`src/rtl/gtdc_pkg.sv`:
```
package gtdc_pkg;

  typedef enum logic {
    ST_IDLE = 1'b0,
    ST_RUN  = 1'b1
  } gtdc_state_e;

  // Stage count of the ring that produces Gray bit k of an n-bit result.
  function automatic int ring_len(int k, int n);
    return (k == n - 1) ? (1 << (n - 1)) : (1 << (k + 1));
  endfunction

  // Number of leading stages preset to one, which fixes the ring's phase.
  function automatic int ring_ones(int k, int n);
    return (k == n - 1) ? 0 : (1 << k);
  endfunction

endpackage

```
`src/rtl/gtdc_ring.sv`:
```
module gtdc_ring #(
  parameter int LEN  = 4,
  parameter int ONES = 2
) (
  input  logic clk,
  input  logic rst_n,
  input  logic adv,
  input  logic reload,
  output logic tap
);

  localparam logic [LEN-1:0] PRESET = {LEN{1'b1}} >> (LEN - ONES);

  logic [LEN-1:0] stage_q;
  logic [LEN-1:0] stage_d;

  // Stage 0 takes the inverted last stage; every other stage copies its left neighbour.
  always_comb begin
    stage_d = stage_q;
    if (reload) begin
      stage_d = PRESET;
    end else if (adv) begin
      stage_d = {stage_q[LEN-2:0], ~stage_q[LEN-1]};
    end
  end

  always_ff @(posedge clk or negedge rst_n) begin
    if (!rst_n) begin
      stage_q <= PRESET;
    end else begin
      stage_q <= stage_d;
    end
  end

  assign tap = stage_q[LEN-1];

endmodule

```
`src/rtl/gtdc_ctrl.sv`:
```
module gtdc_ctrl (
  input  logic clk,
  input  logic rst_n,
  input  logic start,
  input  logic stop,
  input  logic at_top,
  output logic adv,
  output logic capture,
  output logic busy,
  output logic wrapped
);
  import gtdc_pkg::*;

  gtdc_state_e state_q;
  gtdc_state_e state_d;
  logic        wrap_q;
  logic        wrap_d;
  logic        start_ok;
  logic        stop_ok;

  assign start_ok = start && (state_q == ST_IDLE);
  assign stop_ok  = stop && (state_q == ST_RUN);

  // The rings move on the accepting start edge and on every running edge except the stop edge.
  assign adv     = start_ok || ((state_q == ST_RUN) && !stop);
  assign capture = stop_ok;

  always_comb begin
    state_d = state_q;
    if (start_ok) begin
      state_d = ST_RUN;
    end else if (stop_ok) begin
      state_d = ST_IDLE;
    end
  end

  // Sticky wrap: set when the Gray word leaves its last code while advancing.
  always_comb begin
    wrap_d = wrap_q;
    if (start_ok) begin
      wrap_d = 1'b0;
    end else if (adv && at_top) begin
      wrap_d = 1'b1;
    end
  end

  always_ff @(posedge clk or negedge rst_n) begin
    if (!rst_n) begin
      state_q <= ST_IDLE;
      wrap_q  <= 1'b0;
    end else begin
      state_q <= state_d;
      wrap_q  <= wrap_d;
    end
  end

  assign busy    = (state_q == ST_RUN);
  assign wrapped = wrap_q;

endmodule

```
`src/rtl/gtdc_gray2bin.sv`:
```
module gtdc_gray2bin #(
  parameter int W = 6
) (
  input  logic [W-1:0] gray,
  output logic [W-1:0] bin
);

  // Each binary bit is the parity of the Gray bits at and above it.
  always_comb begin
    logic acc;
    acc = 1'b0;
    for (int k = W - 1; k >= 0; k--) begin
      acc    = acc ^ gray[k];
      bin[k] = acc;
    end
  end

endmodule

```
`src/rtl/gray_ring_tdc.sv`:
```
module gray_ring_tdc #(
  parameter int NBITS = 6
) (
  input  logic             clk,
  input  logic             rst_n,
  input  logic             start,
  input  logic             stop,
  output logic [NBITS-1:0] count,
  output logic             valid,
  output logic             overflow
);
  import gtdc_pkg::*;

  localparam logic [NBITS-1:0] TOP_GRAY = NBITS'(1) << (NBITS - 1);

  logic             rst_meta;
  logic             rst_ok;
  logic [NBITS-1:0] taps;
  logic             adv;
  logic             capture;
  logic             busy;
  logic             wrapped;
  logic [NBITS-1:0] gray_q;
  logic [NBITS-1:0] gray_d;
  logic             ovf_q;
  logic             ovf_d;
  logic             valid_q;
  logic [NBITS-1:0] bin;

  // Reset asserts at once and releases on the second clock edge.
  always_ff @(posedge clk or negedge rst_n) begin
    if (!rst_n) begin
      rst_meta <= 1'b0;
      rst_ok   <= 1'b0;
    end else begin
      rst_meta <= 1'b1;
      rst_ok   <= rst_meta;
    end
  end

  gtdc_ctrl u_ctrl (
    .clk     (clk),
    .rst_n   (rst_ok),
    .start   (start),
    .stop    (stop),
    .at_top  (taps == TOP_GRAY),
    .adv     (adv),
    .capture (capture),
    .busy    (busy),
    .wrapped (wrapped)
  );

  for (genvar k = 0; k < NBITS; k++) begin : g_ring
    gtdc_ring #(
      .LEN  (ring_len(k, NBITS)),
      .ONES (ring_ones(k, NBITS))
    ) u_ring (
      .clk    (clk),
      .rst_n  (rst_ok),
      .adv    (adv),
      .reload (capture),
      .tap    (taps[k])
    );
  end

  // One capture flip-flop per result bit, enabled only by an accepted stop.
  always_comb begin
    gray_d = gray_q;
    ovf_d  = ovf_q;
    if (capture) begin
      gray_d = taps;
      ovf_d  = wrapped;
    end
  end

  always_ff @(posedge clk or negedge rst_ok) begin
    if (!rst_ok) begin
      gray_q  <= '0;
      ovf_q   <= 1'b0;
      valid_q <= 1'b0;
    end else begin
      gray_q  <= gray_d;
      ovf_q   <= ovf_d;
      valid_q <= capture;
    end
  end

  gtdc_gray2bin #(.W(NBITS)) u_dec (
    .gray (gray_q),
    .bin  (bin)
  );

  assign count    = ovf_q ? {NBITS{1'b1}} : bin;
  assign valid    = valid_q;
  assign overflow = ovf_q;

endmodule

```
`config.mk`:
```
export PLATFORM = sky130hd
export DESIGN_NAME = gray_ring_tdc
export DESIGN_NICKNAME = d
export VERILOG_FILES = /design/src/rtl/gtdc_pkg.sv /design/src/rtl/gtdc_ring.sv /design/src/rtl/gtdc_ctrl.sv /design/src/rtl/gtdc_gray2bin.sv /design/src/rtl/gray_ring_tdc.sv
export SDC_FILE = /design/constraint.sdc
export NUM_CORES = 1
export LEC_CHECK = 0
export ABC_AREA = 1
export BUFFER_PORTS_ARGS = -buffer_cell sky130_fd_sc_hd__buf_2
export CAP_MARGIN = 20
export CORE_MARGIN = 5
export CORE_UTILIZATION = 50
export CTS_BUF_LIST = sky130_fd_sc_hd__clkbuf_2
export DETAILED_ROUTE_END_ITERATION = 7
export MAX_ROUTING_LAYER = met4
export PLACE_DENSITY_LB_ADDON = 0.1
export SYNTH_ARGS = -nofsm -noshare
export SYNTH_HDL_FRONTEND = slang
export SYNTH_SLANG_ARGS = --single-unit
```
`constraint.sdc`:
```
create_clock -name clk -period 3.1 [get_ports clk]
set_input_delay 0.155 -clock clk [delete_from_list [all_inputs] [get_ports clk]]
set_output_delay 0.155 -clock clk [all_outputs]
set_load 0.03 [all_outputs]
```
==> results of run 1 <==
==> critical path, cell delays in order (launching register included) <==
cell and delay [ns]:
dfrtp_1 0.47, inv_1 0.10, nand2_1 0.08, nand3_2 0.08, nand2_1 0.08, nand2_1 0.08, nand3_1 0.08, nand2_1 0.09
nand2_1 0.05, nand3_1 0.06, buf_2 0.19
==> final cells by class <==
class	count	area, um2	area share
clock buffers	9	45.0	0.00956
clock inverters	7	58.8	0.0125
inverters	106	403	0.0855
multi-input cells	138	1230	0.261
flip-flops and latches	106	2700	0.572
well taps	108	135	0.0287
repair buffers	18	143	0.0303
==> stage by stage <==
stage / hold WS, ns / area [um2]
6_report: 0.392 / 4710
5_1_grt: 0.314 / 4710
4_1_cts: 0.328 / 4710
3_5_place_dp: -0.0572 / 4570
3_3_place_gp: -0.0597 / 4570
2_1_floorplan: -0.141 / 4480
==> power by group <==
part / internal [mW] / switching (mW) / total, mW
logic: 0.190 / 0.371 / 0.562
registers: 1.54 / 0.0670 / 1.61
clock network: 0.125 / 0.471 / 0.596
total: 1.85 / 0.909 / 2.76
==> cell families after synthesis <==
logic type,count (synthesis)
and+or+nand+nor,35
DFF,106
other,1
AOI/OAI and AO/OA,102
buffers and inverters,125
==> state kept, by name (all words and copies together), names as in the netlist <==
register / flops
g_ring.u_ring.stage_q: 94
gray_q: 6
overflow: 1
rst_meta: 1
rst_ok: 1
u_ctrl.busy: 1
u_ctrl.wrapped: 1
valid: 1
==> routing by layer <==
| metal | track usage | wire length, um |
|---|---|---|
| met2 | 0.186 | 2780 |
| met1 | 0.178 | 3350 |
| met3 | 0.0277 | 171 |
| met5 | - | 0 |
| met4 | 0.0521 | 100 |
==> worst min path at each step <==
stage,endpoint
after detailed placement,rst_meta
final,rst_ok
after floorplan,rst_meta
after global routing,rst_ok
after global placement,rst_meta
after CTS,rst_ok
==> timing repair <==
action	4_1_cts	5_1_grt
hold buffers	4	0
setup endpoints to repair	0	0
endpoints found under the hold margin	7	0
==> placed cells by master, fill, tap and decap left out, types with 2 or more instances in the layout <==
master	synthesis	routed
inv_1	103	103
dfstp_2	31	31
o21ai_0	7	7
o22ai_1	3	3
a22oi_1	31	31
inv_2	2	2
clkbuf_2	0	9
dfrtp_1	75	74
nand2_1	19	19
buf_2	9	11
nand3_1	8	8
inv_6	1	3
buf_12	0	2
inv_8	0	2
nand3_2	2	2
dlygate4sd3_1	0	4
o22ai_2	60	60
==> run metrics, run 1 <==
CTS resizes=0; share of Yosys cell area claimed by the top area cell type=0.419; clock tree sinks=~110; DRT Pass-1 Iters=4; placed insts=around 470; Post-Synth Adder-Cell Area=0; H-tree depth=3; predominant post-synthesis flop cell=dfrtp_1; Synth area leader=dfrtp_1; Final TNS setup=0 ns; largest net degree at the start of global routing=64; synth cell count leaders=103 x inv_1, 75 x dfrtp_1, 60 x o22ai_2, 31 x a22oi_1, 31 x dfstp_2; Hold WC Path Type=flop to flop; Final WS setup=roughly 1.0 ns; main combinational cell family by area after synthesis=compound AO/OA/AOI/OAI gates; Worst Setup End Kind=output pin; port bufs=11; Rows=34; fin crit share=0.666; Worst Max-Slew Pin Slew=0.725 ns; most common cell in the netlist=inv_1; R2R Setup Slk=roughly 1.2 ns; core area=between 8000 and 9000 um2; first-pass GRT wire length=11.3 mm; top post-synthesis cells by area=dfrtp_1 42%, dfstp_2 18%, o22ai_2 17%; peak supply drop=222 uV; gr ovfl total=0; post-layout net count=around 380; Tmin final=approximately 2.1 ns; post-CTS setup buffers=0; Ys Warns=0; Clock Path Buffers=2; Slew HR=0.517; Setup Viol. Count Final=0; Worst-path clk slew=0.31 ns; FF-to-FF path depth=5; startpoint types=flop; vias in the first global route=2398; Via density=approximately 5.0; worst path required time=a little under 3 ns; CP startpoint=gray_q[5]; area delta synth->final=5.26%; Post-Syn Area=between 4000 and 5000 um2; initial antenna violation count=0; clk root buf=clkbuf_2; Skew-Pair Late Insertion Delay=around 0.55 ns; average cell area after synthesis=between 10 and 15 um2; cell count after synthesis=roughly 370; TritonCTS clock tree=yes; total power=between 2 and 3 mW; fill count=just under 800; drc violations=0; dpl ws=approximately 1.2 ns; WS Path Type=flop to output pin; die area=around 11000 um2; xor/xnor share of the synthesized area=0; number of synthesized flops with an enable pin=0; Initial Util=0.513; share of cells above drive strength 1=0.336; skew final=~0.056 ns; Final Max Slew Viols=0; FF-to-FF End=g_ring[4].u_ring.stage_q[16]; crit path to=count[0]; ys async rst share=1.00; Layout Cells excl Fill=492; Die W=approximately 100 um; status=finished, final reports clean; drt wl/cell=13.0 um; Worst EP arrival=~1.9 ns; Pleak=roughly 2.2 nW; ANT cells=0; syn nets=373; fin util=0.540; mux cell area share after synthesis=0; maximum fanout along the worst path=4; cts bufs inserted=9; Yosys reg bits=approximately 110; dpl hpwl=3.64 mm; Min-Delay Path Depth=0; Post-Synth Simple-Gate Area=0.0414; # IOs=12; Yosys cell types=23; r2r startpoint=u_ctrl.busy; complex-gate fraction of the synthesized area=0.233; GR Util All Layers=0.129; DR vias=approximately 2500; 1st-iter DRT viols=approximately 110; final hold viol count=0; f_max=roughly 480 MHz; final WL=~6.4 mm; RSZ-0062 raised after global routing=false; worst hold start=rst_meta; maxcap violations=0; Pwr Density=587 nW/um2; Antenna Nets Post-Route=0; Die Ht=about 100 um; routability cong.=0.690; register area share after synthesis=0.601
Power figures use the tool's default switching activity.
==> run 2, diff against run 1 <==
Clock period 3.1 ns to 1.9 ns, I/O delays scaled along.
==> run 2 against run 1 <==
Critical path type unchanged. Critical path depth down 1. Core utilization up 2.1 points. Total power up 68%. Largest cell class unchanged. Die area stayed put. The flow now finishes with violations (setup timing). Largest power group unchanged. Highest routed layer unchanged. Sequential power up 62%. Critical endpoint unchanged. Non-clock buffer count increased by 9. First-iteration DRC count is 16% lower.
==> run metrics, run 2 (synthesis results as in run 1) <==
status=finished, violations left; failing checks=setup timing; Worst-path clk slew=around 0.30 ns; drc violations=0; Hold WC Path Type=flop to asynchronous set/reset pin; worst path required time=~1.8 ns; Antenna Nets Post-Route=0; drt wl/cell=between 10 and 15 um; cts bufs inserted=9; core area=8720 um2; Regs by FF count=g_ring.u_ring.stage_q x94, gray_q x6; GR Util All Layers=0.134; fin crit share=1.03; port bufs=11; WS Path Type=flop to output pin; maximum fanout along the worst path=4; Initial Util=0.513; initial antenna violation count=0; Pleak=roughly 2.3 nW; # IOs=12; dpl hpwl=a little over 4 mm; fin util=0.561; Final WS setup=-0.0580 ns; clk root buf=clkbuf_2; Clock Path Buffers=2; Setup Viol. Count Final=3; Die W=around 100 um; skew final=roughly 0.033 ns; gr ovfl total=0; TritonCTS clock tree=yes; Die Ht=approximately 100 um; die area=roughly 11000 um2; Skew-Pair Late Insertion Delay=between 0.5 and 0.6 ns; share of cells above drive strength 1=0.384; ANT cells=0; final hold viol count=0; Via density=slightly above 5; Final Max Slew Viols=0; max reg flops=94; H-tree depth=3; Worst Setup End Kind=output pin; peak supply drop=492 uV; startpoint types=flop; total power=roughly 4.7 mW; commonest non-fill, non-tap cell in the layout=inv_1; 1st-iter DRT viols=96; largest net degree at the start of global routing=64; Tmin final=between 1.5 and 2 ns; f_max=about 500 MHz; first-pass GRT wire length=approximately 12 mm; Worst EP arrival=roughly 1.9 ns; most frequent cells in the layout=101 x inv_1, 74 x dfrtp_1, 60 x o22ai_2; R2R Setup Slk=around 0.39 ns; routability cong.=0.685; vias in the first global route=about 2500; clock tree sinks=106; maxcap violations=0; DRT Pass-1 Iters=4; Rows=34; most flop-heavy register=g_ring.u_ring.stage_q; final WL=slightly below 7 mm; area delta synth->final=9.39%; RSZ-0062 raised after global routing=true; Pwr Density=951 nW/um2; post-layout net count=around 390; DR vias=approximately 2500
## run 2: timing repair
action,CTS,global route
gates resized for setup,11,15
endpoints found under the hold margin,23,0
pin swaps,2,3
buffers inserted,4,1
endpoints found under the setup margin,2,4
hold buffers,4,0
## run 2: metal layers
| metal | global-route usage | wire length (um) |
|---|---|---|
| met1 | 0.198 | 3400 |
| met2 | 0.184 | 3040 |
| met3 | 0.0234 | 198 |
| met4 | 0.0575 | 100 |
| met5 | - | 0 |
## run 2: power breakdown
| group | switching, mW | internal (mW) | leakage, nW |
|---|---|---|---|
| clock | 0.767 | 0.203 | 0.0691 |
| combinational | 0.670 | 0.409 | 0.889 |
| sequential | 0.0943 | 2.51 | 1.32 |
## run 2: final timing paths
kind,startpoint,endpoint,depth (start not counted)
min in group clk,start,u_ctrl.wrapped,5
hold reg to reg,rst_ok,g_ring[5].u_ring.stage_q[8],0
setup / recovery,gray_q[5],count[0],9
setup reg to reg,u_ctrl.busy,g_ring[5].u_ring.stage_q[12],5
max in group asynchronous,rst_ok,g_ring[3].u_ring.stage_q[7],1
hold / removal,rst_ok,g_ring[5].u_ring.stage_q[8],0
## run 2: through the flow
| stage | cell area [um2] | hold WS [ns] | setup TNS (ns) | setup WS [ns] | instances |
|---|---|---|---|---|---|
| after floorplan | 4480 | -0.201 | 0 | 0.153 | 369 |
| after global placement | 4620 | -0.120 | 0 | 0.480 | 476 |
| after detailed placement | 4620 | -0.117 | 0 | 0.432 | 476 |
| after CTS | 4830 | 0.154 | -0.217 | -0.130 | 500 |
| after global routing | 4900 | 0.157 | -0.408 | -0.177 | 501 |
| final | 4900 | 0.148 | -0.0809 | -0.0580 | 501 |
## run 2: layout make-up
class	instances	area [um2]
Fill cell	755	3820
Timing Repair Buffer	27	260
Multi-Input combinational cell	138	1290
Sequential cell	106	2700
Inverter	106	403
Tap cell	108	135
Clock buffer	9	45.0
Clock inverter	7	63.8
## run 2: critical path: stages (launching register included)
cell	delay, ns
dfrtp_1	0.49
inv_2	0.11
nand2_2	0.07
nand3_4	0.08
nand2_4	0.06
nand2_2	0.06
nand3_2	0.07
nand3_1	0.11
nand3_2	0.08
buf_6	0.14
==> run 3, diff against run 2 <==
==> constraint.sdc (replaced) <==
create_clock -name clk -period 1.9 [get_ports clk]
set_input_delay 0.285 -clock clk [delete_from_list [all_inputs] [get_ports clk]]
set_output_delay 0.285 -clock clk [all_outputs]
set_load 0.1 [all_outputs]
==> run 3 against run 2 <==
The run still ends with setup timing left. Worst setup slack got worse by 0.30 ns. Wire length up 3.9%. Flip-flop and latch count is the same. Clock power up 34%. Via count rose by 0.40%. Design area up 2.1%. Sequential share of layout area fell by 1.1 points. Count of clock-buffer cells in the layout up 1. Critical path type unchanged.
==> run metrics, run 3 (synthesis results as in run 1) <==
share of cells above drive strength 1=0.399; Tmin final=about 2.3 ns; f_max=~440 MHz; FF-to-FF path depth=6; Rows=34; largest net degree at the start of global routing=64; final hold viol count=0; Hold WC Path Type=input port to flop; fin crit share=1.19; vias in the first global route=approximately 2500; GR Util All Layers=0.139; port bufs=11; cts bufs inserted=9; worst path required time=~1.6 ns; most frequent cells in the layout=101 x inv_1, 73 x dfrtp_1, 60 x o22ai_2; R2R Setup Slk=0.34 ns; Min-Delay Path Depth=4; Die W=around 100 um; DR vias=2535; Antenna Nets Post-Route=0; Clock Path Buffers=2; Worst EP arrival=1.97 ns; H-tree depth=3; Final WS setup=-0.358 ns; ANT cells=0; dpl hpwl=about 4.3 mm; Pleak=around 2.3 nW; most flop-heavy register=g_ring.u_ring.stage_q; die area=between 10000 and 15000 um2; RSZ-0062 raised after global routing=true; Pwr Density=~1100 nW/um2; core area=between 8000 and 9000 um2; final WL=~7.0 mm; TritonCTS clock tree=yes; max reg flops=between 90 and 100; dpl ws=0.199 ns; skew final=between 0.04 and 0.05 ns; Final Max Slew Viols=0; Worst Setup End Kind=output pin; Regs by FF count=g_ring.u_ring.stage_q x94, gray_q x6; WS Path Type=flop to output pin; commonest non-fill, non-tap cell in the layout=inv_1; Fin Hold WS=0.156 ns; Die Ht=roughly 100 um; initial antenna violation count=0; DRT Pass-1 Iters=4; routability cong.=0.752; startpoint types=flop; Skew-Pair Late Insertion Delay=approximately 0.56 ns; Worst-path clk slew=between 0.2 and 0.3 ns; Setup Viol. Count Final=5; # IOs=12; post-layout net count=~400; clock tree sinks=~110; drc violations=0; peak supply drop=~1100 uV; maxcap violations=0; status=finished, violations left; area delta synth->final=11.7%; drt wl/cell=~14 um; maximum fanout along the worst path=4; 1st-iter DRT viols=99; Initial Util=0.513; clk root buf=clkbuf_2; gr ovfl total=0; failing checks=setup timing; Via density=approximately 5; first-pass GRT wire length=12.2 mm
run 3: path summary, 6_finish.rpt:
kind	end	from
hold / removal	gray_q[0]	stop
hold reg to reg	g_ring[5].u_ring.stage_q[16]	rst_ok
setup reg to reg	g_ring[5].u_ring.stage_q[26]	u_ctrl.busy
max in group asynchronous	g_ring[3].u_ring.stage_q[2]	rst_ok
min in group asynchronous	g_ring[5].u_ring.stage_q[16]	rst_ok
setup / recovery	count[0]	gray_q[5]
run 3: worst max-delay path: stages (launching register included):
cell,delay [ns]
dfrtp_1,0.48
inv_2,0.08
nand2_2,0.08
nand3_2,0.09
nand3_1,0.16
nand3_2,0.12
nand2_2,0.11
nand2_2,0.05
nand3_2,0.07
buf_12,0.17
run 3: power breakdown:
| part | leakage, nW | switching (mW) | internal (mW) |
|---|---|---|---|
| Combinational | 0.914 | 0.959 | 0.525 |
| Clock | 0.0974 | 0.719 | 0.580 |
| Sequential | 1.32 | 0.103 | 2.51 |
| Total | 2.33 | 1.78 | 3.61 |
run 3: cell type report:
cell class | count | area, um2
repair buffers | 30 | 337
inverters | 106 | 403
clock inverters | 6 | 111
flip-flops and latches | 106 | 2700
well taps | 108 | 135
fillers | 721 | 3720
clock buffers | 10 | 50.0
multi-input cells | 138 | 1270
run 3: stage by stage:
step                cell area, um2  TNS [ns]  power, mW   util  instances
finish                        5000     -1.17       5.40  0.573        504
global route                  5000     -1.90       5.66  0.573        504
CTS                           4950     -1.08       5.44  0.568        500
detailed placement            4690         0       4.03  0.537        480
global placement              4690         0       4.00  0.537        480
floorplan                     4480   -0.0509       3.69      -        369
run 3: metal layers:
metal  GRT usage  vias up  part of all wire
li1            -     1245                 -
met1       0.185     1262              0.51
met2       0.210       22              0.45
met3      0.0444        6             0.030
met4      0.0329        0             0.011
met5           -        -                 0
run 3: what timing repair did:
| action | 4_1_cts | 5_1_grt |
|---|---|---|
| hold endpoints to repair | 3 | 0 |
| resized for setup | 23 | 4 |
| endpoints found under the setup margin | 6 | 6 |
| gates cloned | 0 | 0 |
| buffers inserted | 1 | 4 |
| hold buffers | 3 | 0 |
| pin swaps | 4 | 4 |
